### src/rtl/dmf_pkg.sv
package dmf_pkg;

   typedef enum logic {
      MODE_STD  = 1'b0,
      MODE_FWFT = 1'b1
   } fifo_mode_e;

endpackage

### src/rtl/dmf_ptr.sv
module dmf_ptr #(
   parameter int DEPTH = 8,
   parameter int AW    = 3,
   parameter int CW    = 4
) (
   input  logic          clk,
   input  logic          clr,
   input  logic          push,
   input  logic          pop,
   output logic [AW-1:0] wptr,
   output logic [AW-1:0] rptr,
   output logic [CW-1:0] count
);

   logic [AW-1:0] wnext;
   logic [AW-1:0] rnext;

   generate
      if (DEPTH == (1 << AW)) begin : g_pow2
         assign wnext = wptr + 1'b1;
         assign rnext = rptr + 1'b1;
      end else begin : g_wrap
         assign wnext = (wptr == AW'(DEPTH - 1)) ? '0 : wptr + 1'b1;
         assign rnext = (rptr == AW'(DEPTH - 1)) ? '0 : rptr + 1'b1;
      end
   endgenerate

   always_ff @(posedge clk) begin
      if (clr) begin
         wptr  <= '0;
         rptr  <= '0;
         count <= '0;
      end else begin
         if (push) wptr <= wnext;
         if (pop)  rptr <= rnext;
         case ({push, pop})
            2'b10:   count <= count + 1'b1;
            2'b01:   count <= count - 1'b1;
            default: count <= count;
         endcase
      end
   end

   // the stored count never passes the memory depth
   a_r2_no_overflow: assert property (@(posedge clk) disable iff (clr)
      count <= CW'(DEPTH));

   // a push into a full memory only happens alongside a pop
   a_r2_full_push_needs_pop: assert property (@(posedge clk) disable iff (clr)
      (count == CW'(DEPTH) && push) |-> pop);

   // no pop from an empty memory
   a_r3_no_underflow: assert property (@(posedge clk) disable iff (clr)
      (count == '0) |-> !pop);

endmodule

### src/rtl/dmf_store.sv
module dmf_store #(
   parameter int DATA_W = 8,
   parameter int DEPTH  = 8,
   parameter int AW     = 3
) (
   input  logic              clk,
   input  logic              we,
   input  logic [AW-1:0]     waddr,
   input  logic [DATA_W-1:0] wdata,
   input  logic [AW-1:0]     raddr,
   output logic [DATA_W-1:0] rword
);

   logic [DATA_W-1:0] cells [DEPTH];

   always_ff @(posedge clk) begin
      if (we) cells[waddr] <= wdata;
   end

   assign rword = cells[raddr];

endmodule

### src/rtl/dmf_outreg.sv
module dmf_outreg #(
   parameter int DATA_W = 8
) (
   input  logic              clk,
   input  logic              clr,
   input  logic              track,
   input  logic              load,
   input  logic              drop,
   input  logic [DATA_W-1:0] din,
   output logic [DATA_W-1:0] dout,
   output logic              valid
);

   always_ff @(posedge clk) begin
      if (clr) begin
         dout  <= '0;
         valid <= 1'b0;
      end else if (load) begin
         dout  <= din;
         valid <= track;
      end else if (drop) begin
         valid <= 1'b0;
      end
   end

   // consuming the last word keeps the data and clears the valid bit
   a_r7_drop_keeps_data: assert property (@(posedge clk) disable iff (clr)
      (drop && !load) |=> ($stable(dout) && !valid));

endmodule

### src/rtl/dmf_ctrl.sv
module dmf_ctrl
   import dmf_pkg::*;
#(
   parameter int DEPTH = 8,
   parameter int CW    = 4
) (
   input  fifo_mode_e    mode,
   input  logic          wen_n,
   input  logic          ren_n,
   input  logic [CW-1:0] count,
   input  logic          valid,
   output logic          push,
   output logic          pop,
   output logic          drop,
   output logic          wr_flag,
   output logic          rd_flag
);

   logic mem_empty;
   logic mem_full;
   logic take;

   assign mem_empty = (count == '0);
   assign mem_full  = (count == CW'(DEPTH));

   always_comb begin
      push    = 1'b0;
      pop     = 1'b0;
      drop    = 1'b0;
      take    = 1'b0;
      wr_flag = 1'b1;
      rd_flag = 1'b0;
      unique case (mode)
         MODE_STD: begin
            wr_flag = !mem_full;
            rd_flag = !mem_empty;
            push    = !wen_n && !mem_full;
            pop     = !ren_n && !mem_empty;
         end
         MODE_FWFT: begin
            wr_flag = mem_full && valid;
            rd_flag = !valid;
            take    = !ren_n && valid;
            pop     = !mem_empty && (!valid || take);
            drop    = take && mem_empty;
            push    = !wen_n && !(mem_full && valid);
         end
         default: ;
      endcase
   end

endmodule

### src/rtl/dualmode_fifo.sv
module dualmode_fifo
   import dmf_pkg::*;
#(
   parameter int DATA_W = 8,
   parameter int DEPTH  = 8
) (
   input  logic              clk,
   input  logic              rst_n,
   input  logic              prst_n,
   input  logic              fwft_sel,
   input  logic              wen_n,
   input  logic [DATA_W-1:0] wdata,
   input  logic              ren_n,
   output logic [DATA_W-1:0] rdata,
   output logic              wr_flag,
   output logic              rd_flag
);

   localparam int AW = (DEPTH > 1) ? $clog2(DEPTH) : 1;
   localparam int CW = $clog2(DEPTH + 1);

   generate
      if (DEPTH < 2) begin : g_bad_depth
         $error("dualmode_fifo: DEPTH must be at least 2");
      end
      if (DATA_W < 1) begin : g_bad_width
         $error("dualmode_fifo: DATA_W must be at least 1");
      end
   endgenerate

   fifo_mode_e        mode_q;
   logic              clr;
   logic              push;
   logic              pop;
   logic              drop;
   logic              valid;
   logic [AW-1:0]     wptr;
   logic [AW-1:0]     rptr;
   logic [CW-1:0]     count;
   logic [DATA_W-1:0] rword;

   assign clr = !rst_n || !prst_n;

   always_ff @(posedge clk) begin
      if (!rst_n) mode_q <= fifo_mode_e'(fwft_sel);
   end

   dmf_ctrl #(.DEPTH(DEPTH), .CW(CW)) u_ctrl (
      .mode    (mode_q),
      .wen_n   (wen_n),
      .ren_n   (ren_n),
      .count   (count),
      .valid   (valid),
      .push    (push),
      .pop     (pop),
      .drop    (drop),
      .wr_flag (wr_flag),
      .rd_flag (rd_flag)
   );

   dmf_ptr #(.DEPTH(DEPTH), .AW(AW), .CW(CW)) u_ptr (
      .clk   (clk),
      .clr   (clr),
      .push  (push),
      .pop   (pop),
      .wptr  (wptr),
      .rptr  (rptr),
      .count (count)
   );

   dmf_store #(.DATA_W(DATA_W), .DEPTH(DEPTH), .AW(AW)) u_store (
      .clk   (clk),
      .we    (push),
      .waddr (wptr),
      .wdata (wdata),
      .raddr (rptr),
      .rword (rword)
   );

   dmf_outreg #(.DATA_W(DATA_W)) u_out (
      .clk   (clk),
      .clr   (clr),
      .track (mode_q == MODE_FWFT),
      .load  (pop),
      .drop  (drop),
      .din   (rword),
      .dout  (rdata),
      .valid (valid)
   );

   // standard mode, empty flag LOW -> output data does not move
   a_r3_empty_read_ignored: assert property (@(posedge clk) disable iff (clr)
      (mode_q == MODE_STD && !rd_flag) |=> $stable(rdata));

   // FWFT, nothing displayed and nothing stored -> data holds and flag stays HIGH
   a_r8_idle_output_holds: assert property (@(posedge clk) disable iff (clr)
      (mode_q == MODE_FWFT && rd_flag && count == '0) |=> ($stable(rdata) && rd_flag));

   // FWFT, a stored word with nothing displayed is shown on the next edge
   a_r6_prefetch: assert property (@(posedge clk) disable iff (clr)
      (mode_q == MODE_FWFT && rd_flag && count != '0) |=> !rd_flag);

   // FWFT, consuming the last word raises output-ready and keeps the data
   a_r7_last_read: assert property (@(posedge clk) disable iff (clr)
      (mode_q == MODE_FWFT && !rd_flag && !ren_n && count == '0) |=> (rd_flag && $stable(rdata)));

   // the mode only changes under master reset
   a_r9_mode_kept: assert property (@(posedge clk) disable iff (!rst_n)
      rst_n |=> $stable(mode_q));

endmodule

### config.mk
export PLATFORM = sky130hd
export DESIGN_NAME = dualmode_fifo
export DESIGN_NICKNAME = d
export VERILOG_FILES = /design/src/rtl/dmf_pkg.sv /design/src/rtl/dmf_ptr.sv /design/src/rtl/dmf_store.sv /design/src/rtl/dmf_outreg.sv /design/src/rtl/dmf_ctrl.sv /design/src/rtl/dualmode_fifo.sv
export SDC_FILE = /design/constraint.sdc
export NUM_CORES = 1
export LEC_CHECK = 0
export CELL_PAD_IN_SITES_DETAIL_PLACEMENT = 0
export CELL_PAD_IN_SITES_GLOBAL_PLACEMENT = 1
export CORE_ASPECT_RATIO = 1.25
export CORE_MARGIN = 3
export CORE_UTILIZATION = 25
export DETAILED_ROUTE_END_ITERATION = 6
export DONT_BUFFER_PORTS = 1
export GPL_ROUTABILITY_DRIVEN = 0
export HOLD_SLACK_MARGIN = 0.03
export PLACE_DENSITY = 0.52
export SETUP_SLACK_MARGIN = 0.4
export SYNTH_ARGS = -nofsm -noshare
export SYNTH_HDL_FRONTEND = slang
export SYNTH_SLANG_ARGS = --single-unit
### constraint.sdc
create_clock -name clk -period 2.7 [get_ports clk]
set_input_delay 0.405 -clock clk [delete_from_list [all_inputs] [get_ports clk]]
set_output_delay 0.405 -clock clk [all_outputs]
set_load 0.05 [all_outputs]
# [Yosys cells after proc, flatten, opt, wreduce, memory -nomap -nowiden]
# Memory sizes are Yosys's and may differ from the RTL's. A register that Yosys moved wholly into a read port is not among the register bits.
# Index checks and enable logic that the tools add are counted.
[classes] n_addsub=4 eq_ne=3 mux=10 bitwise=1 reduce_logical=20
[op_table] op="$logic_not 1->1" n=8
[op_table] op="$pmux 1 s2" n=4
[op_table] op="$pmux 4 s2" n=1
[op_table] op="$logic_and 1x1->1" n=7
[op_table] op="$add 3x1->3 const B" n=2
[op_table] op="$mux 1" n=5
[op_table] op="$add 4x1->4 const B" n=1
[op_table] op="$eq 4x4->1 const B" n=1
[op_table] op="$logic_not 4->1" n=1
[op_table] op="$reduce_bool 2->1" n=2
[op_table] op="$sub 4x1->4 const B" n=1
[op_table] op="$eq 2x1->1 const B" n=1
[op_table] op="$eq 2x2->1 const B" n=1
[op_table] op="$logic_or 1x1->1" n=2
[op_table] op="$not 1->1" n=1
[totals] ff_bits=12 ram_bits=64 output_inout_bits=10 memories=1
[memory_table] memory="u_store.cells" words=8 word_bits=8 read_ports=1 rd_clocked_by_memory_dff=1 write_ports=1 line="dmf_store.sv:14" source="logic [DATA_W-1:0] cells [DEPTH];"

# [Depth between registers and ports, before layout]
# Gate-level depths: netlist of run 1.
[depth] ltp_word=7 mapped_depth=11

# [Cells and area by module]
# Synthesis of run 1 repeated with hierarchy kept, for this count alone.
[unflattened] cells_unflattened=199 area_unflattened_um2=3448.3
[modules_own_cells] mod="dmf_store" n_inst=1 cells_each=106 area_each_um2=2531.2
[modules_own_cells] mod="dmf_ptr" n_inst=1 cells_each=51 area_each_um2=486.7
[modules_own_cells] mod="dmf_outreg" n_inst=1 cells_each=30 area_each_um2=322.8
[modules_own_cells] mod="dmf_ctrl" n_inst=1 cells_each=9 area_each_um2=70.1
[modules_own_cells] mod="dualmode_fifo" n_inst=1 cells_each=3 area_each_um2=37.5

# [Least setup slack after synthesis of run 1]
# Ideal clock, no wire load.
[synth_path] path_kind="register -> register" from="register u_ptr.count[0]" to="register u_ptr.count[2]" setup_time_ns=0.071 t_arrival_ns=2.467 path_slack_ns=0.162 stages_incl_launch_ff=12 synth_period_minus_slack_ns=2.538 cell_sequence="dfxtp_1 or4_1 buf_4 a21boi_4 buf_6 ha_1 xor2_1 ha_1 a21oi_1 xor2_1 or3_1 a21oi_1"
[synth_between] word_cells_on_any_way=18 cone_classes="add/sub (2); eq/ne (3); mux (3); reduce/logical (10)"
[synth_lines] item="start: declaration" line="dmf_ptr.sv:12" source="output logic [CW-1:0] count"
[synth_lines] item="start signal: assignment" line="dmf_ptr.sv:37" source="2'b10: count <= count + 1'b1;"
[synth_lines] item="start signal: assignment" line="dmf_ptr.sv:38" source="2'b01: count <= count - 1'b1;"
[synth_lines] item="start signal: assignment" line="dmf_ptr.sv:39" source="default: count <= count;"
[synth_lines] item="$logic_not 4->1 *" line="dmf_ctrl.sv:23" source="assign mem_empty = (count == '0);"
[synth_lines] item="$logic_not 1->1 *" line="dmf_ctrl.sv:38, dmf_ctrl.sv:44"
[synth_lines] item="$logic_and 1x1->1 (on tied branches)" line="dmf_ctrl.sv:44, dmf_ctrl.sv:38"
[synth_lines] item="$pmux 1 s2 *" line="dmf_ctrl.sv:33" source="unique case (mode)"
[synth_lines] item="named net pop" line="dualmode_fifo.sv:34" source="logic pop;"
[synth_lines] item="$eq 2x1->1 / $eq 2x2->1 (equally long branches)" line="dmf_ptr.sv:36" source="case ({push, pop})"
[synth_lines] item="$pmux 4 s2 / $reduce_bool 2->1 (equally long branches)"
# Mark *: on every way through the listed nets, which the timed path passes. The rest lies on a longest branch.
# A chain may end at the register's enable or synchronous reset.

# [Worst setup path after layout of run 1]
[layout_path] from="register u_ptr.count[0]" to="register u_ptr.count[2]"
[layout_between] elab_chain_len=7 word_cells_on_any_way=18 cone_classes="add/sub (2); eq/ne (3); mux (3); reduce/logical (10)"
[layout_rtl] item="$eq 4x4->1" line="dmf_ctrl.sv:24" source="assign mem_full = (count == CW'(DEPTH));"
[layout_rtl] item="$logic_and 1x1->1" line="dmf_ctrl.sv:46" source="push = !wen_n && !(mem_full && valid);"
[layout_rtl] item="$logic_not 1->1" line="dmf_ctrl.sv:46"
[layout_rtl] item="$logic_and 1x1->1" line="dmf_ctrl.sv:46"
[layout_rtl] item="$pmux 1 s2" line="dmf_ctrl.sv:33"
[layout_rtl] item="$eq 2x1->1 / $eq 2x2->1 (equally long branches)" line="dmf_ptr.sv:36"
[layout_rtl] item="$pmux 4 s2 / $reduce_bool 2->1 (equally long branches)"
# Parallel ways exist; a longest one is shown, timed or not.

==> key figures, run 1 <==
Worst setup path
  – CP startpoint kind: flop
  – R2R setup slack: 0.42 ns
  – WP data required: 2.95 ns
  – Largest stage delay, worst path: 0.53 ns
  – Crit end category: flop
  – Slowest CP cell: or4_4
  – Worst-path fanout max: 5
  – Crit path cell chain: or4_4 > a21boi_4 > ha_4 > xor2_1 > ha_2 > a21oi_2 > xor2_1 > or3_1 > a21oi_2
  – Reg2reg start: u_ptr.count[0]
  – CP Data Arrival Time: 2.53 ns
  – Kind of critical path: reg2reg
  – Worst R2R End: u_ptr.count[2]
  – Reg2reg path depth: 9

Hold path
  – Worst Hold End: u_store.cells[6][5]
  – Hold Crit Class: in2reg
  – Min-delay src: wdata[5]
  – Hold depth: 0

Finish
  – Most common cell after layout, fill and taps aside: edfxtp_1
  – Leading cell types in the layout, fill and taps excluded: 65 x edfxtp_1, 20 x buf_4, 18 x nor2_1
  – Post-layout instance area: 4040 sq um
  – Nets@finish: 245
  – Layout cells sized above 1: 30.30%
  – Layout area overhead: 19.90%
  – Diodes inserted: 0

Floorplanning
  – Initial Util: 26.02%
  – IO Count: 24
  – Die Wd: 109.8 um
  – DIE AREA: 14920 sq um
  – Core Box Area: 12950 sq um
  – Vert. Die Dim: 135.8 um
  – Cell Rows: 46

Detailed routing
  – Initial drt markers: 83
  – Detail Route Antenna Nets: 0
  – Drt wl/cell: 17.67 um
  – Vias per cell: 4.444
  – Routed wire length: 7051 um
  – DRC Markers: 0
  – Vias: 1773
  – Router iterations before antenna repair: 4

STA
  – Fmax: 438.7 MHz
  – WHS: 0.1595 ns
  – Setup tns final: 0 ns
  – Rel. slew slack: 36.88%
  – Final worst slack: 0.4203 ns
  – Setup Skew: 0.006273 ns
  – Hold Vio Cnt, Final: 0
  – Setup violators final: 0
  – Final period util: 84.43%
  – Slew Limit Fails: 0
  – Tmin final: 2.280 ns
  – RSZ-0062 raised after global routing: yes
  – Tightest Pin Transition: 0.9405 ns

Synthesis
  – Syn Area/Cell: 16.60 sq um
  – Leading post-synthesis cells by cell area: edfxtp_1 58%, dfxtp_1 11%, mux4_2 11%
  – Dominant cell type by area after synthesis: edfxtp_1
  – Yosys warns: 0
  – Post-Syn Area: 3369 sq um
  – Synth Flop Type: edfxtp_1
  – #FFs+latches synth: 84
  – Ys async rst share: 0%
  – Seq/Total Area, Yosys: 69.22%
  – Syn Inst Count: 203
  – Top-area cell type share of the netlist area: 57.93%
  – Post-synth net total: 222
  – Distinct cells, synth: 39
  – Post-synth EDFFs: 65

Status
  – Status: finished, final reports clean

CTS
  – Max Root-Sink Buffers: 2
  – Root Driver: clkbuf_16
  – Clk Latency, worst-skew pair: 0.34 ns
  – CTS hold repair buffers: 0
  – TritonCTS clock tree: built
  – Clk sinks: 84
  – H-tree depth: 3
  – Reg clk slew, reported paths: 0.07 ns
  – Cts bufs inserted: 9

Power and ir drop
  – Comb power frac: 8.4%
  – Int Pwr: 0.002260 W
  – Pleak: 1.290 nW
  – Sw frac: 23.47%
  – Reg power frac: 49.8%
  – VDD IR max: 252.6 uV
  – Cell area power density: 731.0 nW/um^2
  – Sw power: 0.0006932 W
  – Power after layout: 0.002953 W
  – Clock power share: 41.8%

Global routing
  – Global route total overflow: 0
  – Largest net degree at the start of global routing: 20
  – Initial antenna violation count: 0
  – Total track usage: 10.45%
  – First-pass GRT wire length: 11160 um
  – Vias in the first global route: 1951

Place
  – Port Buf Inserts: 0
  – Dpl cell area: 3681 sq um
  – DP Wirelength: 4467 um
  – Pre-CTS setup slack: 0.2380 ns

Run
  – Max-cap violations: 0
how the worst max path moves through the flow:
stage	to	startpoint
finish	u_ptr.count[2]	u_ptr.count[0]
global route	u_ptr.count[2]	u_ptr.count[0]
CTS	u_ptr.count[2]	u_ptr.count[0]
detailed placement	u_ptr.count[3]	u_ptr.count[0]
global placement	u_ptr.count[3]	u_ptr.count[1]
floorplan	u_ptr.count[2]	u_ptr.count[0]
power by group through the flow:
stage	clock, W	sequential [W]	combinational, W
floorplan	0	0.00149	0.000190
global placement	0	0.00150	0.000230
detailed placement	0	0.00150	0.000231
CTS	0.00128	0.00147	0.000253
global route	0.00132	0.00147	0.000275
finish	0.00123	0.00147	0.000249
area by class of cell:
cell class	count	area, sq um
clock buffers	10	229.0
clock inverters	6	68.82
fillers	1264	8910
inverters	4	15.01
multi-input cells	107	1030
flip-flops and latches	84	2337
well taps	168	210.2
repair buffers	20	150.1
cell usage after synthesis, types with 3 or more instances:
cell,n
buf_4,3
mux4_2,16
xor2_1,3
edfxtp_1,65
nand2_1,6
inv_1,3
o21ai_0,4
o22ai_1,8
nor4b_1,3
nor2_1,18
nand2b_1,3
a21oi_1,7
nor3_1,9
dfxtp_1,19
ha_1,5
nand3_1,3
cell families after synthesis:
group / after synthesis / synth area share, %
flip-flops: 84 / 69.22
AND/OR/NAND/NOR: 51 / 7.798
AO/OA/AOI/OAI: 27 / 6.127
multiplexers: 18 / 11.29
buffers and inverters: 12 / 1.931
XOR/XNOR: 6 / 1.783
adder cells (fa/ha/maj): 5 / 1.857
flip-flops by register name, summed over array words and instances, names as in the netlist:
register and cells:
mode_q 1, u_ptr.count 4, u_store.cells 64, u_out.dout 8, u_ptr.rptr 3, u_ptr.wptr 3, u_out.valid 1
metrics by stage:
| step | util [%] | instances |
|---|---|---|
| final | 31.20 | 399 |
| after global routing | 31.20 | 399 |
| after CTS | 31.17 | 399 |
| after detailed placement | 28.43 | 378 |
| after global placement | 28.43 | 378 |
| after floorplan | - | 203 |
critical path, delay by kind of cell, from the launching register on:
family                   cells  cell delay (ns)
flip-flops                   1             0.35
XOR/XNOR                     2             0.22
AND/OR/NAND/NOR              2             0.85
adder cells (fa/ha/maj)      2             0.36
AO/OA/AOI/OAI                3             0.41
metal layers:
layer,global-route usage [%],wire length [um],vias to the layer above
met5,0,0,-
met4,6.029,192,0
met3,2.146,333,13
met2,16.94,3535,35
met1,12.75,2990,877
li1,-,-,848
what timing repair did:
action                     CTS  global route
setup endpoints to repair    3             2
setup buffers                5             0
pin swaps                    2             0
resized for setup            6             1
No activity file was read; power rests on OpenSTA's default activity.
==> run 2, diff against run 1 <==
Settings changed: PLACE_DENSITY 0.52 to 0.51.
Clock period 2.7 ns to 2.3 ns, I/O delays scaled along.
==> run 2 against run 1 <==
Sequential cell count did not move. Largest power group unchanged. Clock-buffer cell count did not move. Non-clock buffer count rose by 18. Clock skew rose by 0.0016 ns. Setup slack got worse by 0.32 ns. Hold slack got worse by 0.060 ns. Critical path depth did not move.
==> key figures, run 2 (same netlist as run 1, synthesis figures left out) <==
Detailed routing
  – Routed wire length: 7190 um
  – Vias per cell: 4.477
  – DRC Markers: 0
  – Vias: 1867
  – Detail Route Antenna Nets: 0
  – Router iterations before antenna repair: 4
  – Drt wl/cell: 17.24 um
  – Initial drt markers: 74

STA
  – Tmin final: 2.201 ns
  – Rel. slew slack: 48.80%
  – Tightest Pin Transition: 0.7661 ns
  – Slew Limit Fails: 0
  – Final worst slack: 0.09867 ns
  – Setup Skew: 0.007830 ns
  – Final period util: 95.71%
  – WHS: 0.09934 ns
  – Setup violators final: 0
  – Hold Vio Cnt, Final: 0
  – RSZ-0062 raised after global routing: yes
  – Fmax: 454.3 MHz
  – Setup tns final: 0 ns

Power and ir drop
  – Power after layout: 0.003409 W
  – Pleak: 1.390 nW
  – Cell area power density: 793.3 nW/um^2
  – VDD IR max: 307.8 uV

Worst setup path
  – Worst R2R End: u_ptr.count[2]
  – CP Data Arrival Time: 2.46 ns
  – Reg2reg path depth: 9
  – Reg2reg start: u_ptr.count[1]
  – CP startpoint kind: flop
  – Crit end category: flop
  – Worst Setup EP: u_ptr.count[2]
  – Critical Path Start: u_ptr.count[1]
  – Kind of critical path: reg2reg
  – WP data required: 2.55 ns
  – R2R setup slack: 0.1 ns
  – Worst-path fanout max: 4

Place
  – DP Wirelength: 4564 um
  – Inst Count DP: 391
  – Pre-CTS setup slack: 0.02177 ns
  – Port Buf Inserts: 0

Status
  – Status: finished, final reports clean

Global routing
  – First-pass GRT wire length: 11210 um
  – Total track usage: 10.59%
  – Initial antenna violation count: 0
  – Global route total overflow: 0
  – Vias in the first global route: 1956
  – Largest net degree at the start of global routing: 20

CTS
  – Cts bufs inserted: 9
  – H-tree depth: 3
  – Max Root-Sink Buffers: 2
  – Clk Latency, worst-skew pair: 0.34 ns
  – Root Driver: clkbuf_16
  – CTS hold repair buffers: 0
  – Reg clk slew, reported paths: 0.06 ns
  – TritonCTS clock tree: built
  – Clk sinks: 84

Finish
  – Diodes inserted: 0
  – Layout area overhead: 27.55%
  – Leading cell types in the layout, fill and taps excluded: 65 x edfxtp_1, 33 x buf_4, 18 x dfxtp_1
  – Largest register FFs: 64
  – Regs by FF count: u_store.cells (64), u_out.dout (8), u_ptr.count (4)
  – Layout cells sized above 1: 40.96%
  – Most common cell after layout, fill and taps aside: edfxtp_1
  – Nets@finish: 263
  – Finished Layout Cells: 417
  – Largest Register: u_store.cells

Floorplanning
  – IO Count: 24
  – Core Box Area: 12950 sq um
  – Initial Util: 26.02%
  – Vert. Die Dim: 135.8 um
  – Cell Rows: 46
  – DIE AREA: 14920 sq um
  – Die Wd: 109.8 um

Run
  – Max-cap violations: 0

Hold path
  – Hold depth: 0
  – Hold Crit Class: in2reg
-- run 2: cell types whose count changed in the layout (fill, tap and decap cells not counted), moves of 3 or more --
cell	change
nor4b_4	+3
o22ai_2	+4
o22ai_1	-5
nor4b_2	-3
buf_6	+4
buf_4	+13
-- run 2: worst min path at each step --
stage,from,to,slack (ns)
after floorplan,fwft_sel,mode_q,0.44
after global placement,fwft_sel,mode_q,0.44
after detailed placement,fwft_sel,mode_q,0.44
after CTS,wdata[5],u_store.cells[7][5],0.09
after global routing,wdata[5],u_store.cells[7][5],0.08
final,wdata[5],u_store.cells[7][5],0.1
-- run 2: metrics by stage --
step	instance area [sq um]	util [%]
3_5_place_dp	3829	29.57
4_1_cts	4174	32.23
2_1_floorplan	3450	-
6_report	4298	33.19
5_1_grt	4298	33.19
3_3_place_gp	3829	29.57
-- run 2: per-layer routing --
metal	track usage, %	up-vias	share of wire (%)
li1	-	882	-
met5	0	-	0
met4	5.613	0	2.3
met3	3.052	10	4.2
met2	16.63	34	50
met1	13.07	941	43
-- run 2: repair_timing --
item | in CTS | in global routing
setup endpoints to repair | 29 | 66
endpoints found under the hold margin | 0 | 0
pin swaps | 5 | 14
resized for setup | 10 | 16
buffers inserted | 5 | 5
-- run 2: critical path: stages (launching register included) --
cell and delay [ns]:
dfxtp_1 0.36, or4_4 0.49, a21boi_4 0.17, ha_4 0.18
xor2_2 0.14, ha_2 0.18, a21oi_2 0.11, xor2_1 0.08
or3_1 0.30, a21oi_1 0.12
-- run 2: report_power, final --
| group | internal [W] | total [W] | switching, W |
|---|---|---|---|
| clock | 0.000729 | 0.00130 | 0.000575 |
| sequential | 0.00167 | 0.00172 | 0.0000525 |
| combinational | 0.000190 | 0.000383 | 0.000194 |
-- run 2: cell type report --
class                      instances  area, sq um
clock buffer                      10        229.0
clock inverter                     6        40.04
fill                            1242         8652
inverter                           4        15.01
multi-input combinational        107         1157
sequential                        84         2333
tap                              168        210.2
timing repair buffer              38        312.8
==> run 3, diff against run 2 <==
--- a/config.mk
+++ b/config.mk
@@ -7,2 +7,3 @@
 export LEC_CHECK = 0
+export CAP_MARGIN = 0
 export CELL_PAD_IN_SITES_DETAIL_PLACEMENT = 0
@@ -20,2 +21,3 @@
 export SYNTH_HDL_FRONTEND = slang
+export SYNTH_HIERARCHICAL = 1
 export SYNTH_SLANG_ARGS = --single-unit
--- a/constraint.sdc
+++ b/constraint.sdc
@@ -3,2 +3,2 @@
 set_output_delay 0.345 -clock clk [all_outputs]
-set_load 0.05 [all_outputs]
+set_load 0.02 [all_outputs]
==> run 3 against run 2 <==
Power decreased by 0.52%. Setup slack got worse by 0.045 ns. Clock power increased by 9%. Final cell count decreased by 3.8%. Fmax decreased by 2.0%.
==> key figures, run 3 <==
Synthesis
  – Ys async rst share: 0%
  – Leading post-synthesis cells by cell area: edfxtp_1 57%, mux4_1 11%, dfxtp_1 11%
  – Post-synth net total: 218
  – Distinct cells, synth: 32
  – Synth Area in Compound Gates: 1.742%
  – Syn Inst Count: 199
  – Most numerous cell in the Yosys netlist: edfxtp_1
  – Syn Area/Cell: 17.33 sq um
  – Combinational family with the most area after synthesis: multiplexers
  – Synth Flop Type: edfxtp_1
  – Post-synth EDFFs: 65
  – #FFs+latches synth: 84
  – Top-area cell type share of the netlist area: 56.60%
  – Simple-Gate Fraction of Synth Area: 6.495%
  – Dominant cell type by area after synthesis: edfxtp_1
  – Post-Syn Area: 3448 sq um
  – Yosys warns: 6
  – Synth cell count leaders: 65 x edfxtp_1, 23 x nor2_1, 19 x dfxtp_1
  – Post-synthesis mux area share: 18.51%
  – Seq/Total Area, Yosys: 67.63%
  – XOR/XNOR share of the synthesized area: 1.778%
  – Post-Synth Adder-Cell Area: 1.814%

Finish
  – Multi-input gate area: 1151 sq um
  – Fillers: 1285
  – Final Util: 31.37%
  – Leading cell types in the layout, fill and taps excluded: 65 x edfxtp_1, 23 x nor2_1, 22 x buf_4
  – Register area: 2338 sq um
  – Regs by FF count: u_store/cells (64), u_out/dout (8), u_ptr/count (4)
  – Layout area overhead: 21.44%
  – Layout cells sized above 1: 29.13%
  – Most common cell after layout, fill and taps aside: edfxtp_1
  – Largest register FFs: 64
  – Diodes inserted: 0
  – Largest Register: u_store/cells
  – Nets@finish: 244

STA
  – Slew Limit Fails: 0
  – Setup violators final: 0
  – Fmax: 445.2 MHz
  – RSZ-0062 raised after global routing: yes
  – Setup tns final: 0 ns
  – Tmin final: 2.246 ns
  – Setup Skew: 0.005139 ns
  – Final period util: 97.65%
  – Rel. slew slack: 64.28%
  – Hold Vio Cnt, Final: 0
  – Tightest Pin Transition: 0.5350 ns
  – WHS: 0.1096 ns

CTS
  – TritonCTS clock tree: built
  – Clk Latency, worst-skew pair: 0.33 ns
  – Max Root-Sink Buffers: 2
  – Reg clk slew, reported paths: 0.06 ns
  – CTS hold repair buffers: 0
  – Cts bufs inserted: 9
  – H-tree depth: 3
  – Clk sinks: 84
  – Root Driver: clkbuf_16

Power and ir drop
  – Clock power share: 41.9%
  – Int Pwr: 0.002659 W
  – Cell area power density: 809.9 nW/um^2
  – Comb power frac: 8.3%
  – Sw frac: 21.60%
  – Pleak: 1.402 nW
  – Reg power frac: 49.8%
  – Sw power: 0.0007327 W
  – VDD IR max: 405.8 uV

Worst setup path
  – WP data required: 2.55 ns
  – Crit end category: flop
  – Reg2reg start: u_ptr/count[3]
  – CP startpoint kind: flop
  – Critical Path Start: u_ptr/count[3]
  – Kind of critical path: reg2reg
  – CP Data Arrival Time: 2.50 ns
  – Worst-path fanout max: 3

Global routing
  – Initial antenna violation count: 0
  – Global route total overflow: 0
  – First-pass GRT wire length: 9873 um
  – Largest net degree at the start of global routing: 19
  – Vias in the first global route: 1799
  – Total track usage: 8.750%

Run
  – Max-cap violations: 0

Detailed routing
  – Drt wl/cell: 16.31 um
  – Router iterations before antenna repair: 4
  – Detail Route Antenna Nets: 0
  – Initial drt markers: 105
  – Routed wire length: 6539 um
  – Vias per cell: 4.372
  – DRC Markers: 0
  – Vias: 1753

Status
  – Status: finished, final reports clean

Floorplanning
  – Vert. Die Dim: 137.3 um
  – Die Wd: 111.0 um
  – IO Count: 24
  – Cell Rows: 47
  – Core Box Area: 13350 sq um
  – DIE AREA: 15250 sq um
  – Initial Util: 25.83%

Hold path
  – Min-delay src: wdata[2]
  – Hold Crit Class: in2reg

Place
  – DP Wirelength: 4120 um
  – Port Buf Inserts: 0
[run 3: cell types whose count changed after synthesis, moves of 5 or more]
cell / previous run / this run
mux4_1: 0 / 15
mux4_2: 16 / 1
mux2i_1: 2 / 12
mux2_2: 0 / 8
o22ai_1: 8 / 0
nor3_1: 9 / 2
nor2_1: 18 / 23
[run 3: final timing paths]
check                           depth (start not counted)             endpoint  slack (ns)
worst min register to register                          2        u_ptr/wptr[2]        0.55
worst min-delay path                                    0  u_store/cells[1][2]        0.11
worst max-delay path                                    9       u_ptr/count[2]        0.05
worst max register to register                          9       u_ptr/count[2]        0.05
[run 3: layer usage]
| layer | GRT usage, % | vias up | share of wire, % |
|---|---|---|---|
| met5 | 0 | - | 0 |
| met4 | 4.057 | 0 | 1.6 |
| met3 | 2.812 | 6 | 3.9 |
| met2 | 15.11 | 28 | 51 |
| met1 | 9.930 | 893 | 44 |
| li1 | - | 826 | - |
[run 3: metrics by stage]
step	power [W]	instance area [sq um]	std cells	setup slack, ns
floorplan	0.001930	3521	199	0.1120
CTS	0.003432	4149	399	0.07039
finish	0.003392	4188	401	0.05396
global placement	0.001979	3792	378	0.05820
global route	0.003536	4188	401	-0.01468
detailed placement	0.001980	3792	378	0.05094
[run 3: kinds of logic (layout without fill, tap and decap cells)]
| kind of cell | Yosys count | after routing |
|---|---|---|
| buf+inv | 10 | 41 |
| flops | 84 | 84 |
| xor+xnor | 7 | 7 |
| mux | 37 | 37 |
| compound gates | 10 | 10 |
| simple gates | 46 | 46 |
| fa+ha+maj | 5 | 5 |
[run 3: critical path, stage by stage, from the launching register on]
cell and delay [ns]:
dfxtp_2 0.32, or4_4 0.53, a21boi_4 0.17, ha_4 0.17, xor2_1 0.16, ha_2 0.18
a21oi_2 0.11, xor2_1 0.08, or3_1 0.33, a21oi_2 0.11
[run 3: what timing repair did]
item                                   CTS  global route
setup buffers                            5             2
pin swaps                                7             4
setup endpoints to repair                5            14
endpoints found under the hold margin    0             0
gates resized for setup                  5             5
[run 3: power groups by stage]
stage               clock network, W  registers (W)  logic, W
floorplan                          0        0.00172  0.000211
global placement                   0        0.00172  0.000259
detailed placement                 0        0.00172  0.000259
CTS                          0.00147        0.00169  0.000276
global route                 0.00154        0.00169  0.000306
finish                       0.00142        0.00169  0.000283
[run 3: cell type report]
class / instances / share of cell area, %
Sequential cell: 84 / 55.84
Multi-Input combinational cell: 105 / 27.49
Clock buffer: 9 / 5.378
Tap cell: 171 / 5.109
Timing Repair Buffer: 23 / 4.213
Clock inverter: 7 / 1.793
Inverter: 2 / 0.1793
